## config.mk

```make
export PLATFORM = sky130hd
export DESIGN_NAME = rx_idle_timer
export DESIGN_NICKNAME = d
export VERILOG_FILES = /design/src/rtl/tmo_pkg.sv /design/src/rtl/tmo_prescaler.sv /design/src/rtl/tmo_downcount.sv /design/src/rtl/tmo_ctrl.sv /design/src/rtl/rx_idle_timer.sv
export SDC_FILE = /design/constraint.sdc
export NUM_CORES = 1
export LEC_CHECK = 0
export BUFFER_PORTS_ARGS = -buffer_cell sky130_fd_sc_hd__buf_2
export CAP_MARGIN = 20
export CORE_ASPECT_RATIO = 0.7
export CORE_UTILIZATION = 49
export CTS_BUF_LIST = sky130_fd_sc_hd__clkbuf_8 sky130_fd_sc_hd__clkbuf_16
export CTS_CLUSTER_DIAMETER = 30
export CTS_CLUSTER_SIZE = 8
export DETAILED_ROUTE_END_ITERATION = 12
export PLACE_DENSITY = 0.73
export SLEW_MARGIN = 20
export SYNTH_ARGS = -nofsm -noshare
export SYNTH_HDL_FRONTEND = slang
export SYNTH_SLANG_ARGS = --single-unit
```

## constraint.sdc

```tcl
create_clock -name clk -period 1.8 [get_ports clk]
set_input_delay 0.27 -clock clk [delete_from_list [all_inputs] [get_ports clk]]
set_output_delay 0.27 -clock clk [all_outputs]
set_load 0.005 [all_outputs]
```

## src/rtl/tmo_pkg.sv

```systemverilog
package tmo_pkg;

    typedef enum logic [1:0] {
        ST_WAIT    = 2'd0,
        ST_RUN     = 2'd1,
        ST_EXPIRED = 2'd2
    } tmo_state_e;

    typedef struct packed {
        tmo_state_e state;
        logic       flag;
    } tmo_ctrl_t;

endpackage

```

## src/rtl/tmo_prescaler.sv

```systemverilog
module tmo_prescaler #(
    parameter int DIV_W = 2
) (
    input  logic clk,
    input  logic rst_n,
    input  logic clear,
    input  logic tick,
    output logic wrap
);
    localparam logic [DIV_W-1:0] LAST = {DIV_W{1'b1}};

    logic [DIV_W-1:0] cnt_d, cnt_q;

    always_comb begin
        cnt_d = cnt_q;
        if (clear) begin
            cnt_d = '0;
        end else if (tick) begin
            cnt_d = cnt_q + 1'b1;
        end
    end

    always_ff @(posedge clk or negedge rst_n) begin
        if (!rst_n) begin
            cnt_q <= '0;
        end else begin
            cnt_q <= cnt_d;
        end
    end

    assign wrap = tick && !clear && (cnt_q == LAST);

    // every reload leaves the prescaler at zero
    a_r5_presc_cleared: assert property (@(posedge clk) disable iff (!rst_n)
        clear |=> (cnt_q == '0));

endmodule

```

## src/rtl/tmo_downcount.sv

```systemverilog
module tmo_downcount #(
    parameter int W = 8
) (
    input  logic         clk,
    input  logic         rst_n,
    input  logic         clear,
    input  logic         load,
    input  logic [W-1:0] load_val,
    input  logic         dec,
    output logic         hit_zero
);
    logic [W-1:0] cnt_d, cnt_q;

    always_comb begin
        cnt_d = cnt_q;
        if (clear) begin
            cnt_d = '0;
        end else if (load) begin
            cnt_d = load_val;
        end else if (dec && (cnt_q != '0)) begin
            cnt_d = cnt_q - 1'b1;
        end
    end

    always_ff @(posedge clk or negedge rst_n) begin
        if (!rst_n) begin
            cnt_q <= '0;
        end else begin
            cnt_q <= cnt_d;
        end
    end

    // last step of a count: a decrement taking one down to zero
    assign hit_zero = dec && !load && !clear && (cnt_q == {{(W-1){1'b0}}, 1'b1});

    // a reload captures the limit present in that cycle
    a_r5_load_value: assert property (@(posedge clk) disable iff (!rst_n)
        (load && !clear) |=> (cnt_q == $past(load_val)));

    // without a load the count never grows
    a_r4_no_growth: assert property (@(posedge clk) disable iff (!rst_n)
        (!load && !clear) |=> (cnt_q <= $past(cnt_q)));

endmodule

```

## src/rtl/tmo_ctrl.sv

```systemverilog
module tmo_ctrl
    import tmo_pkg::*;
(
    input  logic clk,
    input  logic rst_n,
    input  logic char_rcvd,
    input  logic restart,
    input  logic limit_nz,
    input  logic hit_zero,
    output logic load,
    output logic clear,
    output logic count_en,
    output logic flag
);
    tmo_ctrl_t ctl_d, ctl_q;

    // counting is enabled only in cycles with no reload or restart
    assign count_en = (ctl_q.state == ST_RUN) && !char_rcvd && !restart;

    always_comb begin
        ctl_d = ctl_q;
        load  = 1'b0;
        clear = 1'b0;
        if (restart) begin
            ctl_d.state = ST_WAIT;
            ctl_d.flag  = 1'b0;
            clear       = 1'b1;
        end else begin
            unique case (ctl_q.state)
                ST_WAIT: begin
                    if (char_rcvd && limit_nz) begin
                        load        = 1'b1;
                        ctl_d.state = ST_RUN;
                    end
                end
                ST_RUN: begin
                    if (char_rcvd) begin
                        if (limit_nz) begin
                            load = 1'b1;
                        end else begin
                            clear       = 1'b1;
                            ctl_d.state = ST_WAIT;
                        end
                    end else if (hit_zero) begin
                        ctl_d.state = ST_EXPIRED;
                        ctl_d.flag  = 1'b1;
                    end
                end
                ST_EXPIRED: begin
                    ctl_d = ctl_q;
                end
                default: begin
                    ctl_d.state = ST_WAIT;
                    ctl_d.flag  = 1'b0;
                end
            endcase
        end
    end

    always_ff @(posedge clk or negedge rst_n) begin
        if (!rst_n) begin
            ctl_q <= '{state: ST_WAIT, flag: 1'b0};
        end else begin
            ctl_q <= ctl_d;
        end
    end

    assign flag = ctl_q.flag;

    // flag holds until a restart
    a_r7_flag_sticky: assert property (@(posedge clk) disable iff (!rst_n)
        (flag && !restart) |=> flag);

    // restart clears the flag and re-arms the wait
    a_r8_restart_clears: assert property (@(posedge clk) disable iff (!rst_n)
        restart |=> (!flag && ctl_q.state == ST_WAIT));

    // a zero limit never arms the block
    a_r2_zero_no_arm: assert property (@(posedge clk) disable iff (!rst_n)
        (ctl_q.state == ST_WAIT && !limit_nz) |=> (ctl_q.state == ST_WAIT));

    // the flag only rises out of an active count
    a_r4_rise_from_run: assert property (@(posedge clk) disable iff (!rst_n)
        $rose(flag) |-> ($past(ctl_q.state) == ST_RUN));

endmodule

```

## src/rtl/rx_idle_timer.sv

```systemverilog
module rx_idle_timer #(
    parameter int LIMIT_W = 8,
    parameter int PRE_W   = 2
) (
    input  logic               clk,
    input  logic               rst_n,
    input  logic               bit_tick,
    input  logic               char_rcvd,
    input  logic [LIMIT_W-1:0] tmo_limit,
    input  logic               tmo_restart,
    output logic               tmo_flag
);
    logic limit_nz;
    logic load, clear, count_en;
    logic wrap, hit_zero;

    assign limit_nz = |tmo_limit;

    tmo_ctrl u_ctrl (
        .clk      (clk),
        .rst_n    (rst_n),
        .char_rcvd(char_rcvd),
        .restart  (tmo_restart),
        .limit_nz (limit_nz),
        .hit_zero (hit_zero),
        .load     (load),
        .clear    (clear),
        .count_en (count_en),
        .flag     (tmo_flag)
    );

    tmo_prescaler #(.DIV_W(PRE_W)) u_presc (
        .clk  (clk),
        .rst_n(rst_n),
        .clear(load || clear),
        .tick (bit_tick && count_en),
        .wrap (wrap)
    );

    tmo_downcount #(.W(LIMIT_W)) u_count (
        .clk     (clk),
        .rst_n   (rst_n),
        .clear   (clear),
        .load    (load),
        .load_val(tmo_limit),
        .dec     (wrap),
        .hit_zero(hit_zero)
    );

endmodule

```

==> results of run 1 <==
==> worst max-delay path: cells and delay by family (launching register included) <==
family	cells	cell delay [ps]
AO/OA/AOI/OAI	2	450
flip-flops	1	450
buffers and inverters	1	160
adder cells (fa/ha/maj)	1	220
AND/OR/NAND/NOR	2	340
XOR/XNOR	1	140
==> final cells by class <==
type                            instances  area [µm²]  share of cell area
Clock buffer                            3       41.29             0.03090
Multi-Input combinational cell         84       628.1              0.4700
Inverter                                4       15.01             0.01124
Sequential cell                        13       325.3              0.2434
Clock inverter                          1       3.754            0.002809
Tap cell                               21       26.28             0.01966
Timing Repair Buffer                   43       296.5              0.2219
==> how the worst min path moves through the flow <==
| stage | startpoint | end | slack [ps] | cells past startpoint |
|---|---|---|---|---|
| 6_report | tmo_limit[2] | u_count.cnt_q[2]$_DFFE_PN0P_ | 310 | 3 |
| 5_1_grt | tmo_limit[2] | u_count.cnt_q[2]$_DFFE_PN0P_ | 330 | 3 |
| 4_1_cts | tmo_limit[2] | u_count.cnt_q[2]$_DFFE_PN0P_ | 300 | 3 |
| 3_5_place_dp | rst_n | u_count.cnt_q[2]$_DFFE_PN0P_ | 180 | 1 |
| 3_3_place_gp | rst_n | u_presc.cnt_q[1]$_DFFE_PN0P_ | 170 | 1 |
| 2_1_floorplan | rst_n | u_count.cnt_q[0]$_DFFE_PN0P_ | -30 | 0 |
==> cells in the mapped netlist (all sizes together), types with 3 or more instances <==
cell type and instances:
dfrtp 13, nor3 9, a21oi 8, nand2 8, nor2 8, o21ai 5
ha 4, inv 4, a21o 3, a311oi 3, nand2b 3, nor4 3
or3 3, xor2 3
==> power by group <==
part | leakage (nW) | internal, mW | total [mW] | switching [mW]
Sequential | 0.174 | 0.315 | 0.338 | 0.0234
Clock | 0.0269 | 0.151 | 0.269 | 0.117
Combinational | 0.421 | 0.148 | 0.305 | 0.157
==> what timing repair did <==
action,in CTS,in global routing
gates resized for setup,3,6
hold buffers,1,0
endpoints found under the hold margin,13,0
endpoints found under the setup margin,9,9
buffers inserted,1,1
pin swaps,3,1
==> through the flow <==
step / TNS, ps / utilization / power [mW] / hold WS (ps)
global route: -516.8 / 0.7876 / 0.9541 / 328.6
floorplan: -15.76 / - / 0.5011 / -25.59
global placement: -838.2 / 0.7242 / 0.6033 / 174.5
finish: -175.0 / 0.7876 / 0.9113 / 310.6
detailed placement: -1341 / 0.7242 / 0.6161 / 181.5
CTS: -9.328 / 0.7684 / 0.8917 / 301.3
==> sequential cells by signal, indices dropped and copies added, names as in the netlist <==
name           flops
u_count.cnt_q      8
u_ctrl.ctl_q       2
u_presc.cnt_q      2
u_ctrl.flag        1
==> layer usage <==
metal / track usage / wire length, µm / share of wire / vias to the layer above
li1: - / - / - / 481
met3: 0.1020 / 310 / 0.11 / 11
met2: 0.5061 / 1298 / 0.45 / 79
met1: 0.3621 / 1245 / 0.43 / 496
met5: 0 / 0 / 0 / -
met4: 0.1154 / 59 / 0.020 / 0
==> kinds of logic (layout without fill, tap and decap cells) <==
group,after synthesis,count (layout)
xor+xnor,4,4
buf+inv,6,51
compound gates,30,30
mux,2,2
flops,13,13
simple gates,44,44
fa+ha+maj,4,4
==> impl_results.md, run 1 <==
- Final Net Count: roughly 170
- Antenna fix cells: 0
- # fillers: between 100 and 150
- Layout area overhead: 42.02%
- Vias/cell: ~6.3
- Net Count, Synth: 120
- RSZ-0062 raised after global routing: true
- CTS Buf Count: 3
- Worst path cell trace: inv_1 -> ha_1 -> nand2b_1 -> nor4_2 -> xor2_1 -> a311oi_1 -> a21oi_1
- Worst R2R Setup Slack: -80 ps
- CTS tree: built
- DP HPWL: just over 2 mm
- Number of flops mapped to enable cells by yosys: 0
- Main combinational cell family by area after synthesis: simple AND/OR/NAND/NOR gates
- Initial DRC count: 77
- Yosys warnings: 0
- FP Rows: 12
- Gr ovfl total: 0
- RR Startpoint: u_count.cnt_q[0]$_DFFE_PN0P_
- XOR/XNOR Fraction of Synth Area: 0.03723
- DP Worst Slack: -198.2 ps
- Worst setup SP type: register
- I/O pin cnt: 14
- Synth area leader: dfrtp_1
- Largest cells by area after synthesis: dfrtp_1 35%, ha_1 5.3%, a21oi_1 4.3%
- Mean post-synth cell area: just over 9 µm²
- FFs w/ async S/R, synth: 1.000
- DP Cell Count: roughly 160
- Gpl congestion: 0.8797
- Share of the synthesized area in the top cell type: 0.3457
- Clock Path Buffers: 2
- CP max FO: 5
- Seq/Total Area, Yosys: 0.3457
- Commonest non-fill, non-tap cell in the layout: buf_4
- Yosys reg bits: 13
- Crit path to: u_count.cnt_q[6]$_DFFE_PN0P_
- Port bufs: 13
- Layout cells sized above 1: 0.4189
- Max incr delay on CP: approximately 450 ps
- Fin cells: between 150 and 200
- Die Width: 54.38 µm
- Antenna Nets Post-Route: 0
- CP arrival: 2000 ps
- Die Area: around 2100 µm²
- CP max-delay cell: dfrtp_1
- Maximum clock frequency: roughly 530 MHz
- Clock slew seen by the registers of the worst setup and hold paths: roughly 60 ps
- Final setup vio count: 4
- Synth Area in Simple Gates: 0.2620
- Hold crit path type: primary input to register
- Final hold viol count: 0
- Fraction of synthesized area in multiplexers: 0.02394
- Post-route design area: 1336 µm²
- Initial antenna violation count: 0
- Routed WL: 2.913 mm
- Starting Density: 0.5546
- Ys flop type: dfrtp_1
- Pleak: about 0.62 nW
- Slew of the pin with the lowest slew margin: between 300 and 400 ps
- Reg2Reg Depth: 7
- Placed cell areas: 1229 µm²
- VDD IR max: 0.0005878 V
- GRT Total Usage: 0.3044
- Rel. slew slack: 0.7499
- Setup crit end kind: register
- Vias in the first global route: between 900 and 1000
- Min cycle time layout: ~1900 ps
- Largest net degree at the start of global routing: 14
- Routed vias: around 1100
- Worst skew pair latency: 250 ps
- Worst Skew: approximately 2.8 ps
- Cells after Synth: slightly above 100
- Post-Synth Adder-Cell Area: 0.05319
- Critical path class: register to register
- Syn Std Cell Area: roughly 940 µm²
- CTS H-tree depth: 1
- Synth Area in Compound Gates: 0.2447
- Worst Setup Slack, final: -80.84 ps
- Area of the core: 1697 µm²
- CP startpoint: u_count.cnt_q[0]$_DFFE_PN0P_
- Final period utilization: 1.045
- Pwr dens: ~680 nW/µm²
- Commonest non-fill, non-tap cells in the layout: 28 x buf_4, 13 x buf_2, 13 x dfrtp_1
- Number of remaining DRC errors: 0
- Worst R2R End: u_count.cnt_q[6]$_DFFE_PN0P_
- Post-synthesis cell type count: 40
- Drt wl/cell: between 15 and 20 µm
- Failing checks: negative setup slack
- Root buffer selected by CTS: clkbuf_8
- Critical Path RT: between 1500 and 2000 ps
- Clock Sinks: 13
- First-pass GRT wire length: around 4.2 mm
- Max Slew Vio Count: 0
- Pre-antenna DRT Iters: 4
- Die extent in y: 38.67 µm
- Max-cap viol count: 0
- Status: finished with violations
No activity file was read; power rests on OpenSTA's default activity.
==> inputs of run 2 (changes only) <==
--- a/config.mk
+++ b/config.mk
@@ -7,13 +7,12 @@
 export LEC_CHECK = 0
 export BUFFER_PORTS_ARGS = -buffer_cell sky130_fd_sc_hd__buf_2
 export CAP_MARGIN = 20
-export CORE_ASPECT_RATIO = 0.7
-export CORE_UTILIZATION = 49
+export CORE_UTILIZATION = 55
 export CTS_BUF_LIST = sky130_fd_sc_hd__clkbuf_8 sky130_fd_sc_hd__clkbuf_16
 export CTS_CLUSTER_DIAMETER = 30
 export CTS_CLUSTER_SIZE = 8
 export DETAILED_ROUTE_END_ITERATION = 12
-export PLACE_DENSITY = 0.73
+export PLACE_DENSITY = 0.77
 export SLEW_MARGIN = 20
 export SYNTH_ARGS = -nofsm -noshare
 export SYNTH_HDL_FRONTEND = slang
==> constraint.sdc (replaced) <==
create_clock -name clk -period 1.92 [get_ports clk]
set_input_delay 0.288 -clock clk [delete_from_list [all_inputs] [get_ports clk]]
set_output_delay 0.288 -clock clk [all_outputs]
set_load 0.005 [all_outputs]
==> run 2 against run 1 <==
  * The run ends with design-rule violations left
  * Largest cell class unchanged
  * Critical endpoint is now u_count.cnt_q[1]$_DFFE_PN0P_
  * Total power fell by 8.9%
  * Design area shrank 4.8%
  * Sequential share of layout area rose by 1.2 points
  * Global-route usage increased by 0.59 points
  * Combinational power fell by 12%
  * Via count shrank 3.9%
  * Final cell count is 5.3% lower
  * Worst setup slack better by 150 ps
  * Register-to-register slack improved by 150 ps
  * Clock power fell by 7.4%
  * Wire length is 8.0% lower
==> impl_results.md, run 2 (synthesis gave the netlist of run 1 again) <==
- Slew of the pin with the lowest slew margin: 334.6 ps (-37.14 ps)
- Multi-input logic area: 604.3 µm² (-3.8%)
- Gpl congestion: 0.8678 (-1.4%)
- Commonest non-fill, non-tap cell in the layout: buf_4
- CP arrival: 1980 ps (-20 ps)
- Net Sw Power: 266.1 µW (-10%)
- Layout area overhead: 35.24%
- Die extent in y: 43.36 µm (+12%)
- Failing checks: design-rule violations
- Top Metal Used: met4
- Starting Density: 0.6035 (+0.04896)
- Worst path cell trace: or4_4 -> nor3_4 -> a21o_1 -> nand2_1 -> mux2_2
- Worst Path Buf+Inv: 0 (-1)
- Clock power frac: 0.300 (+0.005)
- Clock slew seen by the registers of the worst setup and hold paths: 60 ps (about the same)
- Final hold viol count: 0 (unchanged)
- Routed WL: 2.681 mm (-8.0%)
- Biggest regs: u_count.cnt_q x8, u_ctrl.ctl_q x2, u_presc.cnt_q x2
- Final setup vio count: 0 (-4)
- Max-cap viol count: 0 (unchanged)
- Critical Path RT: 2050 ps (+130 ps)
- GRT Total Usage: 0.3103 (+0.005870)
- Final period utilization: 0.9654 (-0.07950)
- Drt wl/cell: 16.76 µm (-2.8%)
- Antenna Nets Post-Route: 0 (unchanged)
- Final Net Count: 162 (-2.4%)
- Gr ovfl total: 0 (unchanged)
- Critical path class: register to register
- Status: finished with violations
- CTS H-tree depth: 1 (unchanged)
- Number of remaining DRC errors: 3 (+3)
- CP delay by family, top: simple AND/OR/NAND/NOR gates
- Routed wire length on met3: 211 µm (-32%)
- Vias in the first global route: 952 (-2.5%)
- CTS Buf Count: 3 (unchanged)
- CP max FO: 4 (-1)
- Pre-antenna DRT Iters: 8 (+4)
- Reg area: 325.3 µm² (unchanged)
- Final Power: 830.4 µW (-8.9%)
- I/O pin cnt: 14 (unchanged)
- DP Cell Count: 153 (-5.6%)
- Commonest non-fill, non-tap cells in the layout: 25 x buf_4, 13 x buf_2, 13 x dfrtp_1
- Maximum clock frequency: 539.5 MHz (+1.5%)
- Fin cells: 160 (-5.3%)
- Initial DRC count: 54 (-30%)
- Max incr delay on CP: 560 ps (+110 ps)
- FP Rows: 14 (+2)
- First-pass GRT wire length: 4.215 mm (-0.17%)
- Largest net degree at the start of global routing: 14 (unchanged)
- Vias/cell: 6.406 (+1.5%)
- Clock Sinks: 13 (unchanged)
- Root buffer selected by CTS: clkbuf_8
- Final core occ: 0.8162 (+0.02860)
- Biggest register: u_count.cnt_q
- Die Width: 43.36 µm (-20%)
- Met2 WL: 1.270 mm (-2.2%)
- Worst setup SP type: register
- Post-route design area: 1272 µm² (-4.8%)
- Max reg flops: 8 (unchanged)
- Clock Path Buffers: 2 (unchanged)
- RSZ-0062 raised after global routing: true
- Antenna fix cells: 0 (unchanged)
- Worst Hold Slack: 290.3 ps (-20.33 ps)
- CP max-delay cell: or4_4
- Initial antenna violation count: 0 (unchanged)
- Routed met1 length: 1.115 mm (-10%)
- Hold crit path type: primary input to register
- Layout cells sized above 1: 0.3750 (-0.04392)
- Min cycle time layout: 1854 ps (-27.25 ps)
- Switching Share: 0.3205 (-0.005581)
- Max Slew Vio Count: 0 (unchanged)
- Comb pwr share: 0.321 (-0.013)
- Placed cell areas: 1182 µm² (-3.8%)
- Worst Skew: 0.5769 ps (-2.247 ps)
- Die Area: 1880 µm² (-11%)
- # fillers: 102 (-3.8%)
- Flop pwr share: 0.379 (+0.008)
- Setup crit end kind: register
- DP HPWL: 1.891 mm (-6.6%)
- Worst skew pair latency: 250 ps (about the same)
- CTS tree: built
- VDD IR max: 0.0005574 V (-5.2%)
- Routed vias: 1025 (-3.9%)
- Rel. slew slack: 0.7749 (+0.02499)
- Pleak: 0.5945 nW (-4.3%)
- Area of the core: 1559 µm² (-8.1%)
- Pwr dens: 652.6 nW/µm² (-4.3%)
- Port bufs: 13 (unchanged)
- Pint: 564.2 µW (-8.1%)
-- run 2: cell types whose count changed in the layout (fill, tap and decap cells not counted), sizes merged --
cell | previous run | this run
buf | 42 | 38
-- run 2: through the flow --
step / TNS [ps] / setup slack (ps)
finish: 0 / 66.41
detailed placement: -263.4 / -82.87
floorplan: 0 / 99.66
global route: -14.19 / -7.884
global placement: -51.74 / -24.98
CTS: 0 / 19.52
-- run 2: routing by layer --
layer | track usage | vias to the layer above
met5 | 0 | -
met4 | 0.1688 | 0
met3 | 0.06667 | 13
met2 | 0.4788 | 60
met1 | 0.4069 | 476
li1 | - | 476
-- run 2: final timing paths --
kind / slack (ps) / endpoint / start / cells past startpoint
max: 70 / u_count.cnt_q[1]$_DFFE_PN0P_ / u_count.cnt_q[6]$_DFFE_PN0P_ / 5
min: 290 / u_count.cnt_q[2]$_DFFE_PN0P_ / tmo_limit[2] / 3
max reg2reg: 70 / u_count.cnt_q[1]$_DFFE_PN0P_ / u_count.cnt_q[6]$_DFFE_PN0P_ / 5
min reg2reg: 520 / u_ctrl.flag$_DFFE_PN0P_ / u_ctrl.flag$_DFFE_PN0P_ / 2
max in group asynchronous: 1210 / u_ctrl.ctl_q[1]$_DFFE_PN0P_ / rst_n / 2
min in group asynchronous: 470 / u_ctrl.flag$_DFFE_PN0P_ / rst_n / 2
-- run 2: worst min-delay path: cells and delay by family --
kind | cells | cell delay (ps)
AO/OA/AOI/OAI | 1 | 50
buffers and inverters | 1 | 100
AND/OR/NAND/NOR | 1 | 50
-- run 2: power groups by stage --
stage	Clock, mW	Sequential, mW	Combinational, mW
after floorplan	0	0.321	0.136
after global placement	0	0.316	0.231
after detailed placement	0	0.316	0.243
after CTS	0.249	0.312	0.247
after global routing	0.257	0.318	0.290
final	0.249	0.315	0.267
-- run 2: final cells by class --
| cell class | instances | area share |
|---|---|---|
| multi-input combinational | 84 | 0.4749 |
| sequential | 13 | 0.2557 |
| timing repair buffer | 39 | 0.2065 |
| clock buffer | 3 | 0.03245 |
| tap | 16 | 0.01573 |
| inverter | 4 | 0.01180 |
| clock inverter | 1 | 0.002950 |
-- run 2: what timing repair did --
item,4_1_cts,5_1_grt
pin swaps,1,1
setup endpoints to repair,2,9
cloned,0,0
hold buffers,1,0
setup buffers,1,1
endpoints found under the hold margin,13,0
resized for setup,0,4
